File: src/rtl/sfd_pkg.sv
package sfd_pkg;
  localparam int BYTE_W    = 8;
  localparam int ADDR_W    = 24;
  localparam int WORD_W    = 32;
  localparam int LEN_W     = 24;
  localparam int BODY_MAX  = 7;
  localparam int SHIFT_W   = BODY_MAX * BYTE_W;
  localparam int CNT_W     = $clog2(BODY_MAX + 1);
  localparam int IDX_W     = 4;
  localparam int CRC7_W    = 7;
  localparam int CRC16_W   = 16;

  localparam logic [7:0] OP_BLK_WR  = 8'hC1;
  localparam logic [7:0] OP_BLK_RD  = 8'hC2;
  localparam logic [7:0] OP_INT_WR  = 8'hC3;
  localparam logic [7:0] OP_INT_RD  = 8'hC4;
  localparam logic [7:0] OP_STOP    = 8'hC5;
  localparam logic [7:0] OP_AGAIN   = 8'hC6;
  localparam logic [7:0] OP_XBLK_WR = 8'hC7;
  localparam logic [7:0] OP_XBLK_RD = 8'hC8;
  localparam logic [7:0] OP_REG_WR  = 8'hC9;
  localparam logic [7:0] OP_REG_RD  = 8'hCA;
  localparam logic [7:0] OP_SOFTRST = 8'hCF;

  localparam logic [7:0] STATUS_OK   = 8'h00;
  localparam logic [7:0] STATUS_FAIL = 8'h01;

  function automatic logic [CNT_W-1:0] body_len(input logic [7:0] op);
    case (op)
      OP_BLK_WR, OP_BLK_RD:              body_len = CNT_W'(5);
      OP_XBLK_WR, OP_XBLK_RD, OP_INT_WR: body_len = CNT_W'(6);
      OP_REG_WR:                         body_len = CNT_W'(7);
      default:                           body_len = CNT_W'(3);
    endcase
  endfunction

  function automatic logic op_known(input logic [7:0] op);
    op_known = (op >= OP_BLK_WR && op <= OP_REG_RD) || (op == OP_SOFTRST);
  endfunction

  function automatic logic [CRC7_W-1:0] crc7_step(input logic [CRC7_W-1:0] c_in,
                                                  input logic [7:0] b);
    logic [CRC7_W-1:0] c;
    logic fb;
    c = c_in;
    for (int k = 7; k >= 0; k--) begin
      fb = c[CRC7_W-1] ^ b[k];
      c  = {c[CRC7_W-2:0], 1'b0} ^ (fb ? 7'h09 : 7'h00);
    end
    crc7_step = c;
  endfunction

  // CRC-16 over the word bytes in transmit order (least significant first).
  function automatic logic [CRC16_W-1:0] crc16_word(input logic [WORD_W-1:0] w);
    logic [CRC16_W-1:0] c;
    logic [7:0] b;
    logic fb;
    c = '0;
    for (int i = 0; i < WORD_W / 8; i++) begin
      b = w[8*i +: 8];
      for (int k = 7; k >= 0; k--) begin
        fb = c[CRC16_W-1] ^ b[k];
        c  = {c[CRC16_W-2:0], 1'b0} ^ (fb ? 16'h1021 : 16'h0000);
      end
    end
    crc16_word = c;
  endfunction
endpackage

File: src/rtl/sfd_crc7_acc.sv
module sfd_crc7_acc
  import sfd_pkg::*;
(
  input  logic              clk,
  input  logic              rst_n,
  input  logic              step,
  input  logic              first,
  input  logic [7:0]        data,
  output logic [CRC7_W-1:0] crc_q
);
  localparam logic [CRC7_W-1:0] SEED = '1;

  always_ff @(posedge clk or negedge rst_n) begin
    if (!rst_n)    crc_q <= SEED;
    else if (step) crc_q <= crc7_step(first ? SEED : crc_q, data);
  end
endmodule

File: src/rtl/sfd_field_shift.sv
module sfd_field_shift
  import sfd_pkg::*;
(
  input  logic               clk,
  input  logic               rst_n,
  input  logic               clr,
  input  logic               shift,
  input  logic [7:0]         data,
  output logic [SHIFT_W-1:0] sh_q
);
  always_ff @(posedge clk or negedge rst_n) begin
    if (!rst_n)     sh_q <= '0;
    else if (clr)   sh_q <= '0;
    else if (shift) sh_q <= {sh_q[SHIFT_W-9:0], data};
  end
endmodule

File: src/rtl/sfd_resp_seq.sv
module sfd_resp_seq
  import sfd_pkg::*;
#(
  parameter logic [7:0] HDR_BYTE = 8'hF0
) (
  input  logic              clk,
  input  logic              rst_n,
  input  logic              clear,
  input  logic              start,
  input  logic [7:0]        op,
  input  logic [7:0]        status,
  input  logic              is_read,
  input  logic              crc_on,
  input  logic              adv,
  input  logic              cap,
  input  logic [WORD_W-1:0] rdata,
  output logic [7:0]        tx_byte
);
  localparam logic [IDX_W-1:0] LEN_SHORT = IDX_W'(2);
  localparam logic [IDX_W-1:0] LEN_READ  = IDX_W'(3 + WORD_W / 8);
  localparam logic [IDX_W-1:0] LEN_RCRC  = IDX_W'(5 + WORD_W / 8);

  logic [7:0]         st_q;
  logic [WORD_W-1:0]  word_q;
  logic [IDX_W-1:0]   idx_q, len_q;
  logic               act_q;
  logic [CRC16_W-1:0] word_crc;
  logic [7:0]         next_byte;

  assign word_crc = crc16_word(word_q);

  always_comb begin
    next_byte = 8'h00;
    case (idx_q)
      IDX_W'(1): next_byte = st_q;
      IDX_W'(2): next_byte = HDR_BYTE;
      IDX_W'(3): next_byte = word_q[7:0];
      IDX_W'(4): next_byte = word_q[15:8];
      IDX_W'(5): next_byte = word_q[23:16];
      IDX_W'(6): next_byte = word_q[31:24];
      IDX_W'(7): next_byte = word_crc[15:8];
      IDX_W'(8): next_byte = word_crc[7:0];
      default:   next_byte = 8'h00;
    endcase
  end

  always_ff @(posedge clk or negedge rst_n) begin
    if (!rst_n)   word_q <= '0;
    else if (cap) word_q <= rdata;
  end

  always_ff @(posedge clk or negedge rst_n) begin
    if (!rst_n) begin
      tx_byte <= 8'h00;
      st_q    <= 8'h00;
      idx_q   <= '0;
      len_q   <= '0;
      act_q   <= 1'b0;
    end else if (clear) begin
      tx_byte <= 8'h00;
      idx_q   <= '0;
      act_q   <= 1'b0;
    end else if (start) begin
      tx_byte <= op;
      st_q    <= status;
      idx_q   <= IDX_W'(1);
      len_q   <= !is_read ? LEN_SHORT : (crc_on ? LEN_RCRC : LEN_READ);
      act_q   <= 1'b1;
    end else if (act_q && adv) begin
      if (idx_q == len_q) begin
        tx_byte <= 8'h00;
        act_q   <= 1'b0;
      end else begin
        tx_byte <= next_byte;
        idx_q   <= idx_q + IDX_W'(1);
      end
    end
  end
endmodule

File: src/rtl/sfd_cmd_decoder.sv
module sfd_cmd_decoder
  import sfd_pkg::*;
#(
  parameter logic [7:0] HDR_BYTE = 8'hF0
) (
  input  logic              clk,
  input  logic              rst_n,
  input  logic              cs_active,
  input  logic              rx_valid,
  input  logic [7:0]        rx_byte,
  input  logic              crc_en,
  output logic [7:0]        tx_byte,
  output logic              reg_req,
  output logic              reg_we,
  output logic              reg_internal,
  output logic              reg_clockless,
  output logic [ADDR_W-1:0] reg_addr,
  output logic [WORD_W-1:0] reg_wdata,
  input  logic [WORD_W-1:0] reg_rdata,
  output logic              dma_req,
  output logic              dma_we,
  output logic [ADDR_W-1:0] dma_addr,
  output logic [LEN_W-1:0]  dma_len
);
  typedef enum logic [1:0] {S_IDLE, S_BODY, S_CRC, S_HOLD} state_e;

  state_e             state_q;
  logic [7:0]         op_q;
  logic [CNT_W-1:0]   need_q, cnt_q;
  logic               crc_on_q;
  logic [CRC7_W-1:0]  crc_q;
  logic [SHIFT_W-1:0] sh_q, sh_view;

  // Named internal events, also observed by the bound checker.
  logic take, last_body, crc_bad, frame_done, frame_err, in_cmd;
  logic is_reg, is_blk, is_rd;

  assign take       = cs_active && rx_valid;
  assign last_body  = (state_q == S_BODY) && take && (CNT_W'(cnt_q + 1'b1) == need_q);
  assign crc_bad    = (state_q == S_CRC) && (rx_byte[7:1] != crc_q);
  assign frame_done = (last_body && !crc_on_q) || ((state_q == S_CRC) && take);
  assign frame_err  = frame_done && (!op_known(op_q) || crc_bad);
  assign in_cmd     = (state_q != S_HOLD);

  assign is_reg = (op_q == OP_REG_WR) || (op_q == OP_REG_RD) ||
                  (op_q == OP_INT_WR) || (op_q == OP_INT_RD);
  assign is_blk = (op_q == OP_BLK_WR) || (op_q == OP_BLK_RD) ||
                  (op_q == OP_XBLK_WR) || (op_q == OP_XBLK_RD);
  assign is_rd  = (op_q == OP_REG_RD) || (op_q == OP_INT_RD);

  // Field bytes including the byte arriving now when it is the last field byte.
  assign sh_view = (state_q == S_CRC) ? sh_q : {sh_q[SHIFT_W-9:0], rx_byte};

  sfd_crc7_acc u_crc (
    .clk   (clk),
    .rst_n (rst_n),
    .step  (take && (state_q == S_IDLE || state_q == S_BODY)),
    .first (state_q == S_IDLE),
    .data  (rx_byte),
    .crc_q (crc_q)
  );

  sfd_field_shift u_shift (
    .clk   (clk),
    .rst_n (rst_n),
    .clr   (take && state_q == S_IDLE),
    .shift (take && state_q == S_BODY),
    .data  (rx_byte),
    .sh_q  (sh_q)
  );

  sfd_resp_seq #(.HDR_BYTE(HDR_BYTE)) u_resp (
    .clk     (clk),
    .rst_n   (rst_n),
    .clear   (!cs_active),
    .start   (frame_done),
    .op      (op_q),
    .status  (frame_err ? STATUS_FAIL : STATUS_OK),
    .is_read (!frame_err && is_rd),
    .crc_on  (crc_on_q),
    .adv     (take),
    .cap     (reg_req && !reg_we),
    .rdata   (reg_rdata),
    .tx_byte (tx_byte)
  );

  // Field decode by frame layout.
  logic [ADDR_W-1:0] f_addr, f_raddr;
  logic [LEN_W-1:0]  f_len;
  logic [WORD_W-1:0] f_data;
  logic [15:0]       f_a16;

  always_comb begin
    f_addr = sh_view[23:0];
    f_len  = '0;
    f_data = sh_view[31:0];
    f_a16  = sh_view[23:8];
    case (op_q)
      OP_REG_WR:              f_addr = sh_view[55:32];
      OP_BLK_WR, OP_BLK_RD: begin
        f_addr = sh_view[39:16];
        f_len  = LEN_W'(sh_view[15:0]);
      end
      OP_XBLK_WR, OP_XBLK_RD: begin
        f_addr = sh_view[47:24];
        f_len  = sh_view[23:0];
      end
      OP_INT_WR:              f_a16 = sh_view[47:32];
      default: ;
    endcase
    f_raddr = ((op_q == OP_INT_WR) || (op_q == OP_INT_RD)) ?
              ADDR_W'(f_a16[14:0]) : f_addr;
  end

  always_ff @(posedge clk or negedge rst_n) begin
    if (!rst_n) begin
      state_q  <= S_IDLE;
      op_q     <= '0;
      need_q   <= '0;
      cnt_q    <= '0;
      crc_on_q <= 1'b0;
    end else if (!cs_active) begin
      state_q  <= S_IDLE;
    end else if (rx_valid) begin
      case (state_q)
        S_IDLE: begin
          op_q     <= rx_byte;
          need_q   <= body_len(rx_byte);
          cnt_q    <= '0;
          crc_on_q <= crc_en;
          state_q  <= S_BODY;
        end
        S_BODY: begin
          cnt_q <= CNT_W'(cnt_q + 1'b1);
          if (last_body) state_q <= crc_on_q ? S_CRC : S_HOLD;
        end
        S_CRC:   state_q <= S_HOLD;
        default: state_q <= S_HOLD;
      endcase
    end
  end

  always_ff @(posedge clk or negedge rst_n) begin
    if (!rst_n) begin
      reg_req       <= 1'b0;
      reg_we        <= 1'b0;
      reg_internal  <= 1'b0;
      reg_clockless <= 1'b0;
      reg_addr      <= '0;
      reg_wdata     <= '0;
      dma_req       <= 1'b0;
      dma_we        <= 1'b0;
      dma_addr      <= '0;
      dma_len       <= '0;
    end else begin
      reg_req <= frame_done && !frame_err && is_reg;
      dma_req <= frame_done && !frame_err && is_blk;
      if (frame_done) begin
        reg_we        <= (op_q == OP_REG_WR) || (op_q == OP_INT_WR);
        reg_internal  <= (op_q == OP_INT_WR) || (op_q == OP_INT_RD);
        reg_clockless <= ((op_q == OP_INT_WR) || (op_q == OP_INT_RD)) && f_a16[15];
        reg_addr      <= f_raddr;
        reg_wdata     <= f_data;
        dma_we        <= (op_q == OP_BLK_WR) || (op_q == OP_XBLK_WR);
        dma_addr      <= f_addr;
        dma_len       <= f_len;
      end
    end
  end
endmodule

File: config.mk
export PLATFORM = sky130hd
export DESIGN_NAME = sfd_cmd_decoder
export DESIGN_NICKNAME = d
export VERILOG_FILES = /design/src/rtl/sfd_pkg.sv /design/src/rtl/sfd_crc7_acc.sv /design/src/rtl/sfd_field_shift.sv /design/src/rtl/sfd_resp_seq.sv /design/src/rtl/sfd_cmd_decoder.sv
export SDC_FILE = /design/constraint.sdc
export NUM_CORES = 1
export LEC_CHECK = 0
export ABC_AREA = 1
export BUFFER_PORTS_ARGS = -buffer_cell sky130_fd_sc_hd__buf_2
export CAP_MARGIN = 15
export CORE_ASPECT_RATIO = 1.2
export CORE_MARGIN = 2
export CORE_UTILIZATION = 30
export DETAILED_ROUTE_END_ITERATION = 12
export SYNTH_ARGS = -nofsm -noshare
export SYNTH_HDL_FRONTEND = slang
export SYNTH_SLANG_ARGS = --single-unit
File: constraint.sdc
create_clock -name clk -period 2.8 [get_ports clk]
set_clock_uncertainty 0.15 [all_clocks]
set_input_delay 0.14 -clock clk [delete_from_list [all_inputs] [get_ports clk]]
set_output_delay 0.14 -clock clk [all_outputs]
set_load 0.03 [all_outputs]
; Word-level counts from Yosys, hierarchy flattened
; Cells that the tools add are included.
; W data, S select, Z words.
[word_totals]
register_bits = 247
latchBits = 0
ram_bits = 0
rom_bits = 0
output_inout_bits = 118
elab_cells = 257
n_memories = 0
[classes]
add_sub_neg = 2
n_mul = 0
div_mod_pow = 0
n_lt_le_gt_ge = 2
n_eq_ne = 33
shifts = 0
muxes = 71
n_bitwise = 78
reduce_logical = 48
[op_table]
columns = cell, count
row1 = $xor A16 B16 Y16, 31
row2 = $mux W13, 32
row3 = $mux W56, 3
row4 = $eq A8 B8 Y1 const B, 15
row5 = $pmux W24 S3, 1
row6 = $pmux W8 S8, 1
row7 = $mux W4, 14
row8 = $xor A7 B7 Y7, 8
row9 = $pmux W24 S2, 1
row10 = $xor A1 B1 Y1, 38
row11 = $mux W8, 4
row12 = $mux W24, 1
row13 = $logic_and A1 B1 Y1, 17
row14 = $eq A4 B3 Y1 const B, 4
row15 = $mux W16, 1
row16 = $logic_or A1 B1 Y1, 14
row17 = $pmux W3 S3, 1
row18 = $eq A4 B2 Y1 const B, 2
row19 = $ge A8 B8 Y1 const B, 1
row20 = $le A8 B8 Y1 const B, 1
row21 = $reduce_and A2 Y1, 4
row22 = $mux W7, 1
row23 = $ne A7 B7 Y1, 1
row24 = $mux W1, 6
row25 = 21 further kinds, 32

; Longest topological paths before layout
; Gate-level depths: netlist of the first run.
[logic_depth]
ltp_word = 98
ltp_mapped = 23

; Hierarchy
; Synthesis of the first run repeated with hierarchy kept, for this count alone.
[hier_totals]
hier_cells = 1949
area_unflattened_um2 = 14119.8
[modules_own_cells]
columns = module, instances, cells_per_inst, area_per_inst_um2, seq_area_each_um2
row1 = sfd_cmd_decoder, 1, 998, 7078.0, 3178.0
row2 = sfd_resp_seq, 1, 634, 4224.1, 1426.4
row3 = sfd_field_shift, 1, 244, 2234.6, 1401.3
row4 = sfd_crc7_acc, 1, 73, 583.1, 183.9

; Worst setup path before layout of the first run
; Ideal clock, no wire load.
[synth_timing]
path_kind = reg-to-reg
startpoint = reg cnt_q[0]
endpoint = reg reg_addr[4]
arrival_time_ps = 2034
t_required_ps = 2529
slack_ps = 495
path_stages_with_launch = 12
path_buffers = 3
path_cell_list = dfrtp_1 -> ha_1 -> xnor2_1 -> nand4_1 -> nor2_1 -> nand2_1 -> nand2_1 -> buf_2 -> inv_2 -> clkbuf_1 -> clkbuf_1 -> a22o_1
[synth_between]
elab_chain_cells = 5
[synth_rtl]
columns = element, line_no
row1 = from (decl), sfd_cmd_decoder.sv:29  ; logic [CNT_W-1:0] need_q, cnt_q;
row2 = from (signal assigned), sfd_cmd_decoder.sv:134  ; cnt_q <= CNT_W'(cnt_q + 1'b1);
row3 = $add A3 B1 Y3, sfd_cmd_decoder.sv:39  ; assign last_body = (state_q == S_BODY) && take && (CNT_W'(cnt_q + 1'b1) == need_q);
row4 = $eq A3 B3 Y1, sfd_cmd_decoder.sv:39
row5 = $logic_and A1 B1 Y1, sfd_cmd_decoder.sv:39
row6 = $logic_and A1 B1 Y1, sfd_cmd_decoder.sv:41  ; assign frame_done = (last_body && !crc_on_q) || ((state_q == S_CRC) && take);
row7 = $logic_or A1 B1 Y1, sfd_cmd_decoder.sv:41
row8 = to (signal assigned), sfd_cmd_decoder.sv:162  ; reg_addr <= f_raddr;
row9 = to (decl), sfd_cmd_decoder.sv:17  ; output logic [ADDR_W-1:0] reg_addr,
; No other way between the ends.
; A chain may end at the register's enable or synchronous reset.

; Final worst setup path of the first run
[layout_timing]
startpoint = reg state_q[1]
endpoint = reg reg_addr[1]
[layout_between]
elab_chain_cells = 5
elab_cells_between_ends = 11
cone_classes = 2 x eq/ne / 4 x mux / 5 x reduce/logical
[layout_rtl]
columns = element, line_no
row1 = from (decl), sfd_cmd_decoder.sv:27  ; state_e state_q;
row2 = from (signal assigned), sfd_cmd_decoder.sv:135  ; if (last_body) state_q <= crc_on_q ? S_CRC : S_HOLD;
row3 = "parallel branches: the longest is 5 deep, another holds $mux W56", --
; Several ways; the timed one is not identified.

==> reports/metrics.yaml, run 1 <==
pwr:
  p_leak_nw: 7.82
  peakVddDrop_uv: 444
  pwr_density_cell_nw_per_um2: 784
  total_power_mw: 12.4
logic_synthesis:
  yosysTopAreaCellShare_pct: 45.4
  synth-compound-area-share_pct: 16.3
  muxShareOfSynthArea_pct: 0.526
  synth-warning-count: 0
  syn_nets: 1695
  yosys.area_share.simple_pct: 24.7
  synth_top_flop_cell: "dfrtp_1"
  syn_avg_cell_area_sq_um: 7.81
  synth.area.top_cells: "dfrtp_1, nand2_1, o21ai_0, inv_1, o22ai_1"
  yosysUniqueCellTypes: 50
  synth_edf_count: 0
  synthAdderAreaFrac_pct: 0.487
  yosys.area.top_type: "dfrtp_1"
  async_flop_share_pct: 100
  ys_seq_area_share_pct: 46.8
  syn_inst: 1645
  synth_top_family_by_area: "simple AND/OR/NAND/NOR gates"
  synth_area_sq_um: 12800
  ys_seq_elements: 240
  synth_xor_area_share_pct: 3.00
routing:
  ant_nets: 0
  dr_total_vias: 11800
  viasPerCell: 4.88
  wire_per_inst_um: 17.1
  drt_iter0_markers: 886
  drtPass1Iterations: 6
  wirelength_mm: 41.4
  drc_errors: 0
finish:
  syn2layout_area_growth_pct: 23.2
  drive_gt1_share_pct: 19.7
  fin_util_pct: 37.2
  antenna_cells: 0
  final_cell_mix: "nand2_1, dfrtp_1, inv_1"
  nets: 1895
  final_common_cell: "nand2_1"
  final-instance-count-excl-fill: 2417
  final_area_sq_um: 15800
worst_setup_path:
  cpLargestDelayFamily: "compound AO/OA/AOI/OAI gates"
  r2r-end: "reg_addr[1]"
  timing.rr.start: "state_q[1]"
  crit_chain: "inv_1 > nor2_4 > inv_2 > buf_4 > o21ai_0 > inv_1 > o22ai_1 > a21oi_1 > a21oi_1 > o21ai_1 > a32o_1 > nand2_1"
  start_kind: "flop"
  crit_fanout: 15
  crit_buf_inv: 4
  worstSetupPathType: "reg2reg"
  r2r_setup_slack_ns: 0.18
  arrival_ns: 2.97
  critPathMaxStageDelay_ns: 0.46
  reg2reg_depth: 12
  required_ns: 3.15
  worst_path_max_delay_cell: "o21ai_0"
  end_kind: "flop"
clock_network:
  cts_tree: "built"
  clkSinkCount: 240
  cts_root_buf: "clkbuf_16"
  h-tree-depth: 1
  cts_buffers: 26
  clk_latency_ns: 0.56
  clockBufferDepth: 3
  clk_pin_slew_ns: 0.06
sta:
  setup_ws_ns: 0.176
  slew_violations: 0
  clock.fmax_mhz: 381
  period_minus_slack_ns: 2.62
  worstMarginPinSlew_ns: 0.924
  period_share_pct: 93.7
  hold_viol: 0
  setup_viol: 0
  setup_tns_ns: 0
  relSlewSlack_pct: 37.7
  rsz0062_at_grt: "no"
  hold-worst-slack_ns: 0.109
die:
  fp.dieH_um: 231
  dieWidth_um: 193
  initial_core_util_pct: 30.2
  num_rows: 83
  core_sq_um: 42600
  io_pins: 163
  die_area_sq_um: 44500
place:
  portBuffers: 162
  place_inst: 2323
  dp_slack_ns: 0.158
  place_congestion: 0.918
  hpwl_mm: 30.7
  placed_cell_area_sq_um: 14400
global_routing:
  grtUsageTotal_pct: 18.6
  overflow: 0
  grt_max_degree: 71
  grt_pass1_vias: 11700
  grt_antenna_before_repair: 0
  grt_pass1_wl_mm: 65.1
min_path:
  hold_path_class: "in2async"
flow_run:
  drv_cap: 0
run_status:
  status: "complete, no violations"
-- registers in the layout (all words and copies together) (netlist names), 8 cells and up --
register and flops:
u_resp.word_q 32, u_shift.sh_q 56, dma_len 24, reg_addr 24, reg_wdata 32, op_q 8, u_resp.tx_byte 8, dma_addr 24
-- per-layer routing --
layer	up-vias	GRT usage [%]	part of all wire [%]
li1	5776	-	-
met1	5603	24.5	43
met2	349	30.8	48
met3	66	2.86	5.7
met4	0	6.37	3.4
met5	-	0	0
-- worst max path at each step --
stage                             end        startpoint  cells past startpoint  slack [ns]
finish                    reg_addr[1]        state_q[1]                     12        0.18
global placement    u_resp.tx_byte[0]  u_resp.word_q[6]                     17        0.21
detailed placement  u_resp.tx_byte[4]  u_resp.word_q[6]                     18        0.16
CTS                 u_resp.tx_byte[4]  u_resp.word_q[6]                     18        0.14
global route              reg_addr[9]           op_q[1]                     11        0.02
floorplan                 reg_addr[4]          cnt_q[0]                     11        0.50
-- cells in the mapped netlist, types with 3 or more instances --
| cell | number |
|---|---|
| nand2_1 | 457 |
| xor2_1 | 27 |
| xnor2_1 | 17 |
| nand2_4 | 16 |
| dfrtp_1 | 233 |
| nand2_2 | 42 |
| nand3_2 | 10 |
| o22ai_1 | 86 |
| nor3_1 | 5 |
| a22o_1 | 4 |
| mux2_2 | 6 |
| o211ai_1 | 4 |
| buf_2 | 7 |
| nand3b_1 | 3 |
| nor2_2 | 3 |
| inv_1 | 183 |
| a31oi_1 | 25 |
| inv_2 | 15 |
| o21ai_1 | 9 |
| ha_1 | 5 |
| o31ai_1 | 3 |
| clkbuf_1 | 60 |
| nand3_4 | 3 |
| nor4_1 | 6 |
| a21oi_2 | 4 |
| nand4_1 | 6 |
| nand3_1 | 62 |
| a21oi_1 | 54 |
| buf_1 | 7 |
| dfstp_2 | 7 |
| nor2_1 | 90 |
| o21ai_0 | 154 |
| a211oi_1 | 5 |
-- timing repair --
action	CTS	global route
hold buffers	46	0
buffers inserted	0	0
endpoints found under the hold margin	302	0
setup endpoints to repair	0	4
resized for setup	0	2
-- area by class of cell --
cell class                 instances  area [sq um]
clock buffer                      35           744
multi-input combinational       1129          5800
inverter                         200           756
timing repair buffer             248          1650
sequential                       240          6020
fill                            4425         26700
tap                              552           691
clock inverter                    13           184
-- power by group --
part / leakage [nW] / internal (mW) / switching, mW
logic: 4.22 / 1.24 / 2.85
clock network: 0.463 / 2.24 / 1.46
registers: 3.14 / 4.18 / 0.462
total: 7.82 / 7.65 / 4.77
-- logic make-up (layout without fill, tap and decap cells) --
kind of cell             after synthesis  in the layout
buffers and inverters                276            496
flip-flops                           240            240
multiplexers                           6              6
adder cells (fa/ha/maj)                5              5
AND/OR/NAND/NOR                      710            710
AO/OA/AOI/OAI                        364            364
XOR/XNOR                              44             44
(Power assumes the default switching activity.)
==> run 2, diff against run 1 <==
--- a/config.mk
+++ b/config.mk
@@ -12,6 +12,7 @@
 export CORE_MARGIN = 2
 export CORE_UTILIZATION = 30
 export DETAILED_ROUTE_END_ITERATION = 12
+export REMOVE_ABC_BUFFERS = 1
 export SYNTH_ARGS = -nofsm -noshare
 export SYNTH_HDL_FRONTEND = slang
 export SYNTH_SLANG_ARGS = --single-unit
==> reports/metrics.yaml, run 2 (synthesized netlist as in run 1, its figures left out) <==
global_routing:
  grtUsageTotal_pct: 17.7  # was 18.6%
  grt_antenna_before_repair: 1  # was 0
  overflow: 0  # unchanged
  grt_pass1_wl_mm: 63.1  # was 65.1 mm
  grt_pass1_vias: 12000  # was 11,700
  grt_max_degree: 82  # was 71
sta:
  period_minus_slack_ns: 2.58  # was 2.62 ns
  relSlewSlack_pct: 40.2  # was 37.7%
  setup_tns_ns: 0  # unchanged
  hold-worst-slack_ns: 0.208  # was 0.109 ns
  clock.fmax_mhz: 388  # was 381 MHz
  setup_viol: 0  # unchanged
  period_share_pct: 92.0  # was 93.7%
  rsz0062_at_grt: "no"  # unchanged
  hold_viol: 0  # unchanged
  worstMarginPinSlew_ns: 0.894  # was 0.924 ns
  slew_violations: 0  # unchanged
finish:
  final_area_sq_um: 15800  # about the same
  regMostFlops: "u_shift.sh_q"  # unchanged
  final_common_cell: "nand2_1"  # unchanged
  fin_util_pct: 37.1  # was 37.2%
  drive_gt1_share_pct: 19.8  # was 19.7%
  syn2layout_area_growth_pct: 23.1  # was 23.2%
  largest_registers: "u_shift.sh_q (56), reg_wdata (32), u_resp.word_q (32)"  # unchanged
  nets: 1898  # was 1,895
  n_fill_cell: 4440  # was 4,425
  final_cell_mix: "nand2_1, dfrtp_1, inv_1"  # unchanged
  largest_reg_flops: 56  # unchanged
worst_setup_path:
  crit_fanout: 6  # was 15
  required_ns: 3.09  # was 3.15 ns
  start_kind: "flop"  # unchanged
  arrival_ns: 2.87  # was 2.97 ns
  reg2reg_depth: 16  # was 12
  worstSetupPathType: "reg2reg"  # unchanged
  end_kind: "flop"  # unchanged
routing:
  wirelength_mm: 39.1  # was 41.4 mm
  ant_nets: 0  # unchanged
  drtPass1Iterations: 5  # was 6
  dr_total_vias: 11900  # was 11,800
  viasPerCell: 4.92  # was 4.88
  drt_iter0_markers: 740  # was 886
  drc_errors: 0  # unchanged
  wire_per_inst_um: 16.2  # was 17.1 um
die:
  fp.dieH_um: 231  # unchanged
  initial_core_util_pct: 30.2  # unchanged
  core_sq_um: 42600  # unchanged
  dieWidth_um: 193  # unchanged
  io_pins: 163  # unchanged
  die_area_sq_um: 44500  # unchanged
  num_rows: 83  # unchanged
clock_network:
  cts_buffers: 27  # was 26
  clkSinkCount: 240  # unchanged
  clockBufferDepth: 3  # unchanged
  cts_tree: "built"  # unchanged
  cts_root_buf: "clkbuf_16"  # unchanged
  h-tree-depth: 1  # unchanged
  post_cts_buffers: 0  # unchanged
  clk_pin_slew_ns: 0.06  # about the same
  clk_latency_ns: 0.56  # about the same
pwr:
  total_power_mw: 12.2  # was 12.4 mW
  pwr_density_cell_nw_per_um2: 769  # was 784 nW/um^2
  peakVddDrop_uv: 446  # was 444 uV
  p_leak_nw: 7.80  # was 7.82 nW
place:
  portBuffers: 162  # unchanged
  place_congestion: 0.894  # was 0.918
  hpwl_mm: 28.0  # was 30.7 mm
  placed_cell_area_sq_um: 14400  # about the same
min_path:
  hold_path_class: "in2reg"  # was in2async
  holdPathStages: 3
flow_run:
  drv_cap: 0  # unchanged
run_status:
  status: "complete, no violations"  # unchanged
## run 2: layout make-up
type                    count  area, sq um  area share (%)
clock buffers              37          793            5.02
repair buffers            250         1660            10.5
multi-input cells        1129         5800            36.7
flip-flops and latches    240         6020            38.0
diodes                      1         2.50          0.0158
inverters                 200          756            4.78
well taps                 552          691            4.37
clock inverters            10         97.6           0.617
## run 2: final timing paths
check | start | endpoint | slack, ns
worst max-delay path | u_resp.word_q[5] | u_resp.tx_byte[7] | 0.22
worst min-delay path | reg_rdata[20] | u_resp.word_q[20] | 0.21
worst max register to register | u_resp.word_q[5] | u_resp.tx_byte[7] | 0.22
worst min register to register | reg_wdata[20] | reg_wdata[20] | 0.32
max in group asynchronous | rst_n | u_shift.sh_q[23] | 1.24
min in group asynchronous | rst_n | reg_wdata[27] | 0.46
## run 2: report_power, final
part	total [mW]	internal [mW]	switching, mW
registers	4.62	4.18	0.446
clock network	3.54	2.07	1.47
logic	3.99	1.23	2.76
total	12.2	7.48	4.68
## run 2: worst max-delay path, stage by stage, from the launching register on
cell	delay [ns]
dfrtp_1	0.46
xnor2_1	0.42
inv_1	0.10
nand2_2	0.12
nand2_2	0.07
nand2_1	0.09
nand2_2	0.11
nand2_2	0.10
nand2_2	0.08
nand2_2	0.08
nand3_1	0.15
nand2_2	0.13
nand2_1	0.05
nand3_1	0.06
nand3_1	0.10
a21oi_1	0.14
nor2_1	0.05
## run 2: timing repair
item                       CTS  global route
setup endpoints to repair    0             2
hold buffers                47             0
resized for setup            0             1
hold endpoints to repair   304             0
## run 2: stage by stage
step	std cells	worst slack [ns]
floorplan	1569	-2.53
CTS	2418	0.267
global route	2419	0.0416
finish	2419	0.224
global placement	2324	0.298
detailed placement	2324	0.278
## run 2: metal layers
| metal | up-vias | track usage [%] | wire (um) |
|---|---|---|---|
| met5 | - | 0 | 0 |
| met4 | 0 | 6.61 | 1340 |
| met3 | 77 | 2.34 | 1670 |
| met2 | 306 | 29.5 | 18700 |
| met1 | 5733 | 23.3 | 17400 |
| li1 | 5781 | - | - |
==> run 3, diff against run 2 <==
--- a/config.mk
+++ b/config.mk
@@ -8,7 +8,7 @@
 export ABC_AREA = 1
 export BUFFER_PORTS_ARGS = -buffer_cell sky130_fd_sc_hd__buf_2
 export CAP_MARGIN = 15
-export CORE_ASPECT_RATIO = 1.2
+export CORE_ASPECT_RATIO = 0.9
 export CORE_MARGIN = 2
 export CORE_UTILIZATION = 30
 export DETAILED_ROUTE_END_ITERATION = 12
==> reports/metrics.yaml, run 3 (synthesized netlist as in run 1, its figures left out) <==
run_status:
  status: "complete, no violations"  # unchanged
place:
  place_congestion: 0.892  # was 0.894
  hpwl_mm: 27.8  # was 28.0 mm
  portBuffers: 162  # unchanged
flow_run:
  drv_cap: 0  # unchanged
routing:
  viasPerCell: 4.97  # was 4.92
  drc_errors: 0  # unchanged
  drt_iter0_markers: 932  # was 740
  dr_total_vias: 12000  # was 11,900
  drtPass1Iterations: 5  # unchanged
  wirelength_mm: 39.1  # about the same
  wire_per_inst_um: 16.2  # about the same
  ant_nets: 0  # unchanged
finish:
  final_common_cell: "nand2_1"  # unchanged
  antenna_cells: 0  # was 1
  nets: 1894  # was 1,898
  final_cell_mix: "nand2_1, dfrtp_1, inv_1"  # unchanged
  syn2layout_area_growth_pct: 23.1  # about the same
  drive_gt1_share_pct: 19.9  # was 19.8%
  largest_reg_flops: 56  # unchanged
  regMostFlops: "u_shift.sh_q"  # unchanged
  largest_registers: "u_shift.sh_q (56), reg_wdata (32), u_resp.word_q (32)"  # unchanged
worst_setup_path:
  end_kind: "flop"  # unchanged
  arrival_ns: 2.88  # was 2.87 ns
  r2r-end: "u_resp.tx_byte[3]"  # was u_resp.tx_byte[7]
  start_kind: "flop"  # unchanged
  timing.rr.start: "cnt_q[0]"  # was u_resp.word_q[5]
  crit_fanout: 8  # was 6
  r2r_setup_slack_ns: 0.24  # was 0.22 ns
  required_ns: 3.12  # was 3.09 ns
  reg2reg_depth: 12  # was 16
  worstSetupPathType: "reg2reg"  # unchanged
global_routing:
  grt_max_degree: 79  # was 82
  grtUsageTotal_pct: 17.5  # was 17.7%
  grt_pass1_vias: 11800  # was 12,000
  grt_antenna_before_repair: 1  # unchanged
  grt_pass1_wl_mm: 63.6  # was 63.1 mm
  overflow: 0  # unchanged
clock_network:
  post_cts_buffers: 0  # unchanged
  h-tree-depth: 1  # unchanged
  cts_buffers: 29  # was 27
  clkSinkCount: 240  # unchanged
  clockBufferDepth: 3  # unchanged
  cts_root_buf: "clkbuf_16"  # unchanged
  clk_latency_ns: 0.56  # about the same
  cts_tree: "built"  # unchanged
  clk_pin_slew_ns: 0.06  # about the same
min_path:
  hold_path_class: "in2async"  # was in2reg
sta:
  setup_viol: 0  # unchanged
  hold-worst-slack_ns: 0.0148  # was 0.208 ns
  worstMarginPinSlew_ns: 0.871  # was 0.894 ns
  hold_viol: 0  # unchanged
  setup_tns_ns: 0  # unchanged
  relSlewSlack_pct: 41.7  # was 40.2%
  period_minus_slack_ns: 2.56  # was 2.58 ns
  period_share_pct: 91.3  # was 92.0%
  slew_violations: 0  # unchanged
  clock.fmax_mhz: 391  # was 388 MHz
  rsz0062_at_grt: "no"  # unchanged
die:
  die_area_sq_um: 44500  # about the same
  fp.dieH_um: 200  # was 231 um
  num_rows: 71  # was 83
  io_pins: 163  # unchanged
  dieWidth_um: 222  # was 193 um
  core_sq_um: 42000  # was 42,600 sq um
  initial_core_util_pct: 30.6  # was 30.2%
pwr:
  peakVddDrop_uv: 451  # was 446 uV
  p_leak_nw: 7.81  # was 7.80 nW
  total_power_mw: 12.3  # was 12.2 mW
  pwr_density_cell_nw_per_um2: 777  # was 769 nW/um^2
==> run 3: cell count changes in the layout (fill, tap and decap cells not counted), moves of 2 or more <==
cell and delta:
clkbuf_16 +2, buf_4 -5, xnor2_2 +2, xnor2_1 -2, clkbuf_1 +3
==> run 3: metal layers <==
| metal | up-vias | track usage [%] | part of all wire [%] |
|---|---|---|---|
| met1 | 5695 | 24.5 | 46 |
| met5 | - | 0 | 0.033 |
| li1 | 5784 | - | - |
| met4 | 2 | 5.91 | 3.4 |
| met2 | 431 | 26.9 | 43 |
| met3 | 90 | 3.48 | 7.2 |
==> run 3: cell type report <==
cell class / instances / area, sq um
Fill cell: 4325 / 26200
Sequential cell: 240 / 6020
Multi-Input combinational cell: 1129 / 5810
Timing Repair Buffer: 244 / 1610
Clock buffer: 43 / 868
Inverter: 200 / 756
Tap cell: 547 / 684
Clock inverter: 10 / 68.8
==> run 3: worst max path at each step <==
stage                                 from  slack, ns  cells after the start                end
after detailed placement          cnt_q[0]       0.24                     14  u_resp.tx_byte[3]
after floorplan                 state_q[1]      -2.53                      7        dma_len[18]
final                             cnt_q[0]       0.24                     12  u_resp.tx_byte[3]
after CTS                         cnt_q[0]       0.22                     12  u_resp.tx_byte[3]
after global routing              cnt_q[0]      0.007                     14  u_resp.tx_byte[1]
after global placement    u_resp.word_q[6]       0.17                     17  u_resp.tx_byte[7]
==> run 3: where the power goes <==
| group | internal, mW | switching (mW) |
|---|---|---|
| combinational | 1.22 | 2.76 |
| clock | 2.14 | 1.53 |
| sequential | 4.18 | 0.458 |
| total | 7.55 | 4.74 |
==> run 3: worst max-delay path: stages (launching register included) <==
cell	delay, ns
dfrtp_1	0.41
ha_1	0.34
xnor2_1	0.14
nand4_1	0.12
nor2_1	0.05
nand2_1	0.06
nand2_2	0.13
nor2_1	0.17
inv_2	0.07
or2_2	0.29
a21oi_2	0.29
nand2_1	0.10
a31oi_1	0.14
==> run 3: repair_timing <==
| item | 4_1_cts | 5_1_grt |
|---|---|---|
| hold buffers | 45 | 0 |
| setup endpoints to repair | 0 | 2 |
| resized for setup | 0 | 4 |
| endpoints found under the hold margin | 251 | 0 |
==> run 3: stage by stage <==
stage | utilization (%) | instances | cell area, sq um | worst slack [ns]
2_1_floorplan | - | 1569 | 12500 | -2.53
3_3_place_gp | 34.3 | 2315 | 14400 | 0.168
3_5_place_dp | 34.3 | 2315 | 14400 | 0.238
4_1_cts | 37.6 | 2413 | 15800 | 0.224
5_1_grt | 37.7 | 2413 | 15800 | 0.00728
6_report | 37.7 | 2413 | 15800 | 0.243
